File: src/rtl/opbyp_pkg.sv
package opbyp_pkg;

  // Operand source select codes; the encoding is decoded by the operand muxes.
  typedef enum logic [1:0] {
    SRC_REGFILE = 2'b00,
    SRC_WB      = 2'b01,
    SRC_MEM     = 2'b10
  } src_sel_e;

  localparam int unsigned NUM_OPND  = 2;
  localparam int unsigned NUM_STAGE = 2;

  // Stage ordering, newest first; used as priority rank.
  localparam int unsigned STG_MEM = 0;
  localparam int unsigned STG_WB  = 1;

endpackage

File: src/rtl/opbyp_stage_cmp.sv
module opbyp_stage_cmp #(
  parameter int unsigned IDX_W = 5
) (
  input  logic             wr_en,
  input  logic [IDX_W-1:0] dst_idx,
  input  logic [IDX_W-1:0] src_idx,
  output logic             live,
  output logic             hit
);

  // A producer is live when it writes a register other than the hardwired zero.
  function automatic logic producer_live(input logic we, input logic [IDX_W-1:0] dst);
    return we && (dst != '0);
  endfunction

  function automatic logic index_equal(input logic [IDX_W-1:0] x, input logic [IDX_W-1:0] y);
    return ~|(x ^ y);
  endfunction

  always_comb begin
    live = producer_live(wr_en, dst_idx);
    hit  = live && index_equal(dst_idx, src_idx);
  end

endmodule

File: src/rtl/opbyp_prio.sv
module opbyp_prio
  import opbyp_pkg::*;
(
  input  logic     mem_hit,
  input  logic     wb_hit,
  output src_sel_e sel,
  output logic     wb_shadowed
);

  // Newest producer wins: the memory stage masks any writeback match.
  function automatic src_sel_e pick_source(input logic newer, input logic older);
    src_sel_e r;
    if (newer)      r = SRC_MEM;
    else if (older) r = SRC_WB;
    else            r = SRC_REGFILE;
    return r;
  endfunction

  always_comb begin
    sel         = pick_source(mem_hit, wb_hit);
    wb_shadowed = mem_hit && wb_hit;
  end

endmodule

File: src/rtl/opbyp_mux.sv
module opbyp_mux
  import opbyp_pkg::*;
#(
  parameter int unsigned DATA_W = 32
) (
  input  src_sel_e          sel,
  input  logic [DATA_W-1:0] rf_data,
  input  logic [DATA_W-1:0] mem_data,
  input  logic [DATA_W-1:0] wb_data,
  output logic [DATA_W-1:0] out_data
);

  always_comb begin
    unique case (sel)
      SRC_MEM: out_data = mem_data;
      SRC_WB:  out_data = wb_data;
      default: out_data = rf_data;
    endcase
  end

endmodule

File: src/rtl/opbyp_unit.sv
module opbyp_unit
  import opbyp_pkg::*;
#(
  parameter int unsigned IDX_W  = 5,
  parameter int unsigned DATA_W = 32
) (
  input  logic [IDX_W-1:0]  src_a_idx,
  input  logic [IDX_W-1:0]  src_b_idx,
  input  logic              mem_wr_en,
  input  logic [IDX_W-1:0]  mem_dst_idx,
  input  logic [DATA_W-1:0] mem_result,
  input  logic              wb_wr_en,
  input  logic [IDX_W-1:0]  wb_dst_idx,
  input  logic [DATA_W-1:0] wb_result,
  input  logic [DATA_W-1:0] rf_a_data,
  input  logic [DATA_W-1:0] rf_b_data,
  output logic [1:0]        sel_a,
  output logic [1:0]        sel_b,
  output logic [DATA_W-1:0] opnd_a,
  output logic [DATA_W-1:0] opnd_b
);

  localparam int unsigned NSTG = NUM_STAGE;
  localparam int unsigned NOPD = NUM_OPND;

  // Per-stage producer fields, indexed by stage rank (newest first).
  logic [NSTG-1:0]            stg_we;
  logic [NSTG-1:0][IDX_W-1:0] stg_dst;

  // Per-operand inputs and outputs.
  logic [NOPD-1:0][IDX_W-1:0]  opd_src;
  logic [NOPD-1:0][DATA_W-1:0] opd_rf;
  logic [NOPD-1:0][DATA_W-1:0] opd_out;
  src_sel_e                    opd_sel [NOPD];

  // Named internal events, observed by the checker.
  logic [NOPD-1:0][NSTG-1:0] stg_hit;
  logic [NOPD-1:0][NSTG-1:0] stg_live;
  logic [NOPD-1:0]           wb_shadowed;

  always_comb begin
    stg_we[STG_MEM]  = mem_wr_en;
    stg_dst[STG_MEM] = mem_dst_idx;
    stg_we[STG_WB]   = wb_wr_en;
    stg_dst[STG_WB]  = wb_dst_idx;
    opd_src[0]       = src_a_idx;
    opd_src[1]       = src_b_idx;
    opd_rf[0]        = rf_a_data;
    opd_rf[1]        = rf_b_data;
  end

  for (genvar o = 0; o < NOPD; o++) begin : g_opd
    for (genvar s = 0; s < NSTG; s++) begin : g_stg
      opbyp_stage_cmp #(.IDX_W(IDX_W)) u_cmp (
        .wr_en   (stg_we[s]),
        .dst_idx (stg_dst[s]),
        .src_idx (opd_src[o]),
        .live    (stg_live[o][s]),
        .hit     (stg_hit[o][s])
      );
    end

    opbyp_prio u_prio (
      .mem_hit     (stg_hit[o][STG_MEM]),
      .wb_hit      (stg_hit[o][STG_WB]),
      .sel         (opd_sel[o]),
      .wb_shadowed (wb_shadowed[o])
    );

    opbyp_mux #(.DATA_W(DATA_W)) u_mux (
      .sel      (opd_sel[o]),
      .rf_data  (opd_rf[o]),
      .mem_data (mem_result),
      .wb_data  (wb_result),
      .out_data (opd_out[o])
    );
  end

  always_comb begin
    sel_a  = opd_sel[0];
    sel_b  = opd_sel[1];
    opnd_a = opd_out[0];
    opnd_b = opd_out[1];
  end

endmodule

File: config.mk
export PLATFORM = sky130hd
export DESIGN_NAME = opbyp_unit
export DESIGN_NICKNAME = d
export VERILOG_FILES = /design/src/rtl/opbyp_pkg.sv /design/src/rtl/opbyp_stage_cmp.sv /design/src/rtl/opbyp_prio.sv /design/src/rtl/opbyp_mux.sv /design/src/rtl/opbyp_unit.sv
export SDC_FILE = /design/constraint.sdc
export NUM_CORES = 1
export LEC_CHECK = 0
export ABC_AREA = 1
export BUFFER_PORTS_ARGS = -buffer_cell sky130_fd_sc_hd__buf_2
export CAP_MARGIN = 20
export CORE_MARGIN = 10
export CORE_UTILIZATION = 39
export DETAILED_ROUTE_END_ITERATION = 8
export MAX_ROUTING_LAYER = met4
export PLACE_DENSITY_LB_ADDON = 0.15
export SYNTH_ARGS = -nofsm -noshare
export SYNTH_HDL_FRONTEND = slang
export SYNTH_SLANG_ARGS = --single-unit
File: constraint.sdc
create_clock -name vclk -period 1.9
set_input_delay 0.19 -clock vclk [all_inputs]
set_output_delay 0.19 -clock vclk [all_outputs]
set_load 0.1 [all_outputs]
==> summary.md, run 1 <==
| Metric | Value |
|---|---|
| Status | `finished, final reports clean` |
| Count leader, synth | `nand3_1` |
| Die width | `91.38 um` |
| Grt ovf | `0` |
| Row cnt | `25` |
| Max-slew violations | `0` |
| Yosys cell types | `17` |
| Crit start category | `primary input` |
| Yosys top cell by area | `nand3_1` |
| Global-route wire length before repair | `20.51 mm` |
| Worst-Margin Slew | `0.2683 ns` |
| Vias in the first global route | `3,956` |
| Avg WL per Cell | `20.78 um` |
| Minimum clock period | `1.799 ns` |
| Most used cell, CP | `nand2_1` |
| Clkbuf count | `0` |
| Share of the synthesized area in the top cell type | `48.87%` |
| FFs & Latches | `0` |
| Sw Share | `64.80%` |
| Fin cells | `658` |
| Crit. End Element | `primary output` |
| Setup TNS | `0 ns` |
| Leak pwr | `2.354 nW` |
| Initial antenna violation count | `1` |
| Mapped Nets | `540` |
| Pin count of the biggest net entering global routing | `65` |
| Final Hold Vio Count | `0` |
| Average instance area after synthesis | `5.095 um2` |
| Syn Inst Count | `390` |
| Synth-to-layout area growth | `124.0%` |
| Post-layout total power | `1.800 mW` |
| Vias/cell | `5.970` |
| Die height | `91.38 um` |
| Top cells by area, synth | `nand3_1, nand2_1, buf_6, buf_4, buf_2` |
| Core Util, Final | `92.39%` |
| Fmax | `0.5558 GHz` |
| Max VDD drop | `0.2559 mV` |
| IO Pins | `218` |
| Synth Cell Area | `1987 um2` |
| Sw Pwr | `1.166 mW` |
| Initial Util | `41.25%` |
| Vias | `3,928` |
| Slowest cell on crit path | `buf_12` |
| Worst-path cell chain | `buf_2 -> inv_1 -> nand2_1 -> nand2_1 -> nand2_1 -> nor2_4 -> nand3_4 -> buf_12 -> nand3_1 -> nand3_2 -> buf_12` |
| Worst path max stage delay | `0.18 ns` |
| Hold Crit Class | `in -> out` |
| Layout cells sized above 1 | `52.71%` |
| CP arrival | `1.61 ns` |
| Reg power frac | `0%` |
| Detailed Route Iter0 Violations | `309` |
| RSZ-0062 raised after global routing | `false` |
| Core area | `4817 um2` |
| Clock power share | `0%` |
| Crit Path Max Fanout | `13` |
| Drt drc | `0` |
| Cells after DPL | `654` |
| Tcrit/Tclk final | `94.70%` |
| Gate power share | `100.0%` |
| Buffers on Ports | `218` |
| Register area share after synthesis | `0%` |
| Worst Path Required | `1.71 ns` |
| Antenna-violating nets left | `0` |
| # setup viols final | `0` |
| Slew headroom | `82.11%` |
| Pwr/cell area | `404.4 nW/um2` |
| Layout Nets | `742` |
| GPL Wtd Cong | `0.8752` |
| Max Cap Viol | `0` |
| Die area | `8349 um2` |
| DP HPWL | `11.32 mm` |
| GRT Total Usage | `30.02%` |
| First-pass DRT Iterations | `5` |
| Reg area | `0 um2` |
| YS warnings | `0` |
| Most frequent cells after synthesis | `nand3_1, nand2_1, buf_2, nor2_1` |
| Critical path type | `in -> out` |
| Final WL | `13.67 mm` |
| Int Power | `0.6335 mW` |
power groups by stage:
stage	Combinational, mW	Sequential, mW	Clock [mW]
floorplan	1.04	0	0
global placement	1.75	0	0
detailed placement	1.78	0	0
CTS	1.79	0	0
global route	1.86	0	0.0000000703
finish	1.80	0	0.0000000704
layout make-up:
type / instances / area (um2)
multi-input combinational: 339 / 1956
tap: 67 / 83.83
fill: 203 / 366.6
timing repair buffer: 234 / 2345
inverter: 17 / 63.81
antenna: 1 / 2.502
cell usage in the layout, fill, tap and decap left out, drive strengths merged:
| master | n |
|---|---|
| xnor2 | 6 |
| diode | 1 |
| nor2b | 1 |
| and2b | 1 |
| nand2 | 106 |
| xor2 | 6 |
| nor2 | 18 |
| buf | 234 |
| inv | 17 |
| nand3 | 201 |
worst paths after layout:
kind	depth (start not counted)	from	end
max	11	src_b_idx[1]	opnd_b[24]
min	4	mem_result[20]	opnd_b[20]
per-layer routing:
metal	vias up	global-route usage [%]	wire length, um
met2	287	54.00	6854
met4	0	14.62	826
met5	-	-	0
met3	66	6.502	1275
met1	1843	30.09	4718
li1	1732	-	-
critical path: cells and delay by family:
kind	cells	cell delay, ns
AND/OR/NAND/NOR	7	0.83
buffers and inverters	4	0.58
through the flow:
stage	hold WS, ns	worst slack, ns	cell area [um2]
after detailed placement	0.7877	0.1206	4410
final	0.7893	0.1008	4451
after CTS	0.7881	0.1183	4410
after floorplan	0.7969	-0.02835	2262
after global routing	0.8024	0.01880	4451
after global placement	0.7771	0.1461	4410
cell families after synthesis:
group,synth area share (%)
buffers and inverters,16.56
xor gates and xnor gates,5.290
and+or+nand+nor,78.15
repair_timing:
item,in CTS,in global routing
buffers inserted,0,2
hold buffers,0,0
resized for setup,0,3
endpoints found under the setup margin,0,4
Power figures use the tool's default switching activity.
==> run 2: changes to the inputs <==
Settings changed: ABC_AREA 1 to unset, CORE_UTILIZATION 39 to 44.
==> summary.md, run 2 <==
| Metric | Value |
|---|---|
| Top cells by area, synth | `o31ai_1, nor4_1, a31oi_1, nand2_1, nor3_1` |
| IO Pins | `218` |
| Err | `[ERROR DPL-0038] Utilization greater than 100%, impossible to legalize` |
| Syn Inst Count | `464` |
| Yosys top cell by area | `o31ai_1` |
| Register area share after synthesis | `0%` |
| Share of the synthesized area in the top cell type | `18.59%` |
| Buffers on Ports | `218` |
| Die height | `96.65 um` |
| Last step reached | `3_5_place_dp` |
| Die width | `96.65 um` |
| GPL Wtd Cong | `0.9984` |
| Row cnt | `27` |
| Status | `stopped before the end` |
| YS warnings | `0` |
| Initial Util | `46.10%` |
| Yosys cell types | `22` |
| Count leader, synth | `nand2_1` |
| Most frequent cells after synthesis | `nand2_1, nor4_1, a31oi_1, nor3_1, o31ai_1` |
| Average instance area after synthesis | `5.571 um2` |
| Mapped Nets | `614` |
| Synth Cell Area | `2585 um2` |
## run 2: changes by cell type after synthesis, sizes merged, moves of 57 or more
cell and change:
o31ai +64, clkbuf +57, nor3 +64, a31oi +64, nand3 -200, nor4 +67
## run 2: logic make-up after synthesis
family,share of synthesized area [%]
buf+inv,11.81
compound gates,36.01
simple gates,45.40
xor+xnor,6.776
## run 2: stage by stage
| stage | setup TNS [ns] | worst slack [ns] | cells |
|---|---|---|---|
| 3_3_place_gp | -8.531 | -0.1745 | 784 |
| 2_1_floorplan | -20.17 | -0.5305 | 464 |
==> run 3: changes to the inputs <==
Settings changed: CORE_UTILIZATION 44 to 35, MAX_ROUTING_LAYER met4 to unset.
==> summary.md, run 3 <==
| Metric | Value |
|---|---|
| Buffers on Ports | `218` |
| Die width | `105.9 um` |
| Post-synthesis compound-gate area fraction | `36.01%` |
| Syn Inst Count | `464` |
| Register area share after synthesis | `0%` |
| Most frequent cells after synthesis | `nand2_1, nor4_1, a31oi_1, nor3_1, o31ai_1` |
| Share of the synthesized area in the top cell type | `18.59%` |
| DP HPWL | `15.61 mm` |
| Err | `[ERROR DPL-0038] Utilization greater than 100%, impossible to legalize` |
| Die height | `105.9 um` |
| Row cnt | `31` |
| Crit. endpoint post-GRT repair | `opnd_a[2]` |
| IO Pins | `218` |
| Average instance area after synthesis | `5.571 um2` |
| Last step reached | `5_1_grt` |
| Pin count of the biggest net entering global routing | `33` |
| Synth Area in Simple Gates | `45.40%` |
| Top cells by area, synth | `o31ai_1, nor4_1, a31oi_1, nand2_1, nor3_1` |
| Worst End Pin Type | `top-level output` |
| Placement Cell Area | `6573 um2` |
| YS warnings | `0` |
| Synth Cell Area | `2585 um2` |
| Yosys top cell by area | `o31ai_1` |
| Status | `stopped before the end` |
| Cts hold-fix bufs | `0` |
| Post-Synth Adder-Cell Area | `0%` |
| Post-synthesis xor/xnor area fraction | `6.776%` |
| Mux contribution to synthesized area | `0%` |
| Yosys cell types | `22` |
| Largest family of logic cells by synthesized area | `simple AND/OR/NAND/NOR gates` |
| Mapped Nets | `614` |
| GPL Wtd Cong | `1.049` |
| Count leader, synth | `nand2_1` |
| Initial Util | `35.83%` |
-- run 3: logic make-up after synthesis --
| family | Yosys count |
|---|---|
| buffers and inverters | 75 |
| AOI/OAI and AO/OA | 133 |
| and+or+nand+nor | 236 |
| xor gates and xnor gates | 20 |
-- run 3: per-stage QoR --
stage	hold WS (ns)	setup WS (ns)	instances	utilization (%)	setup TNS, ns
after global placement	0.8238	-0.2891	824	91.10	-9.658
after CTS	0.8311	-0.1897	827	93.10	-10.55
after floorplan	0.7742	-0.5305	464	-	-20.17
after detailed placement	0.8307	-0.2523	824	91.10	-12.48
-- run 3: repair_timing --
| item | in CTS |
|---|---|
| gates resized for setup | 23 |
| gates cloned | 1 |
| pin swaps | 12 |
| setup endpoints to repair | 68 |
| setup buffers | 2 |
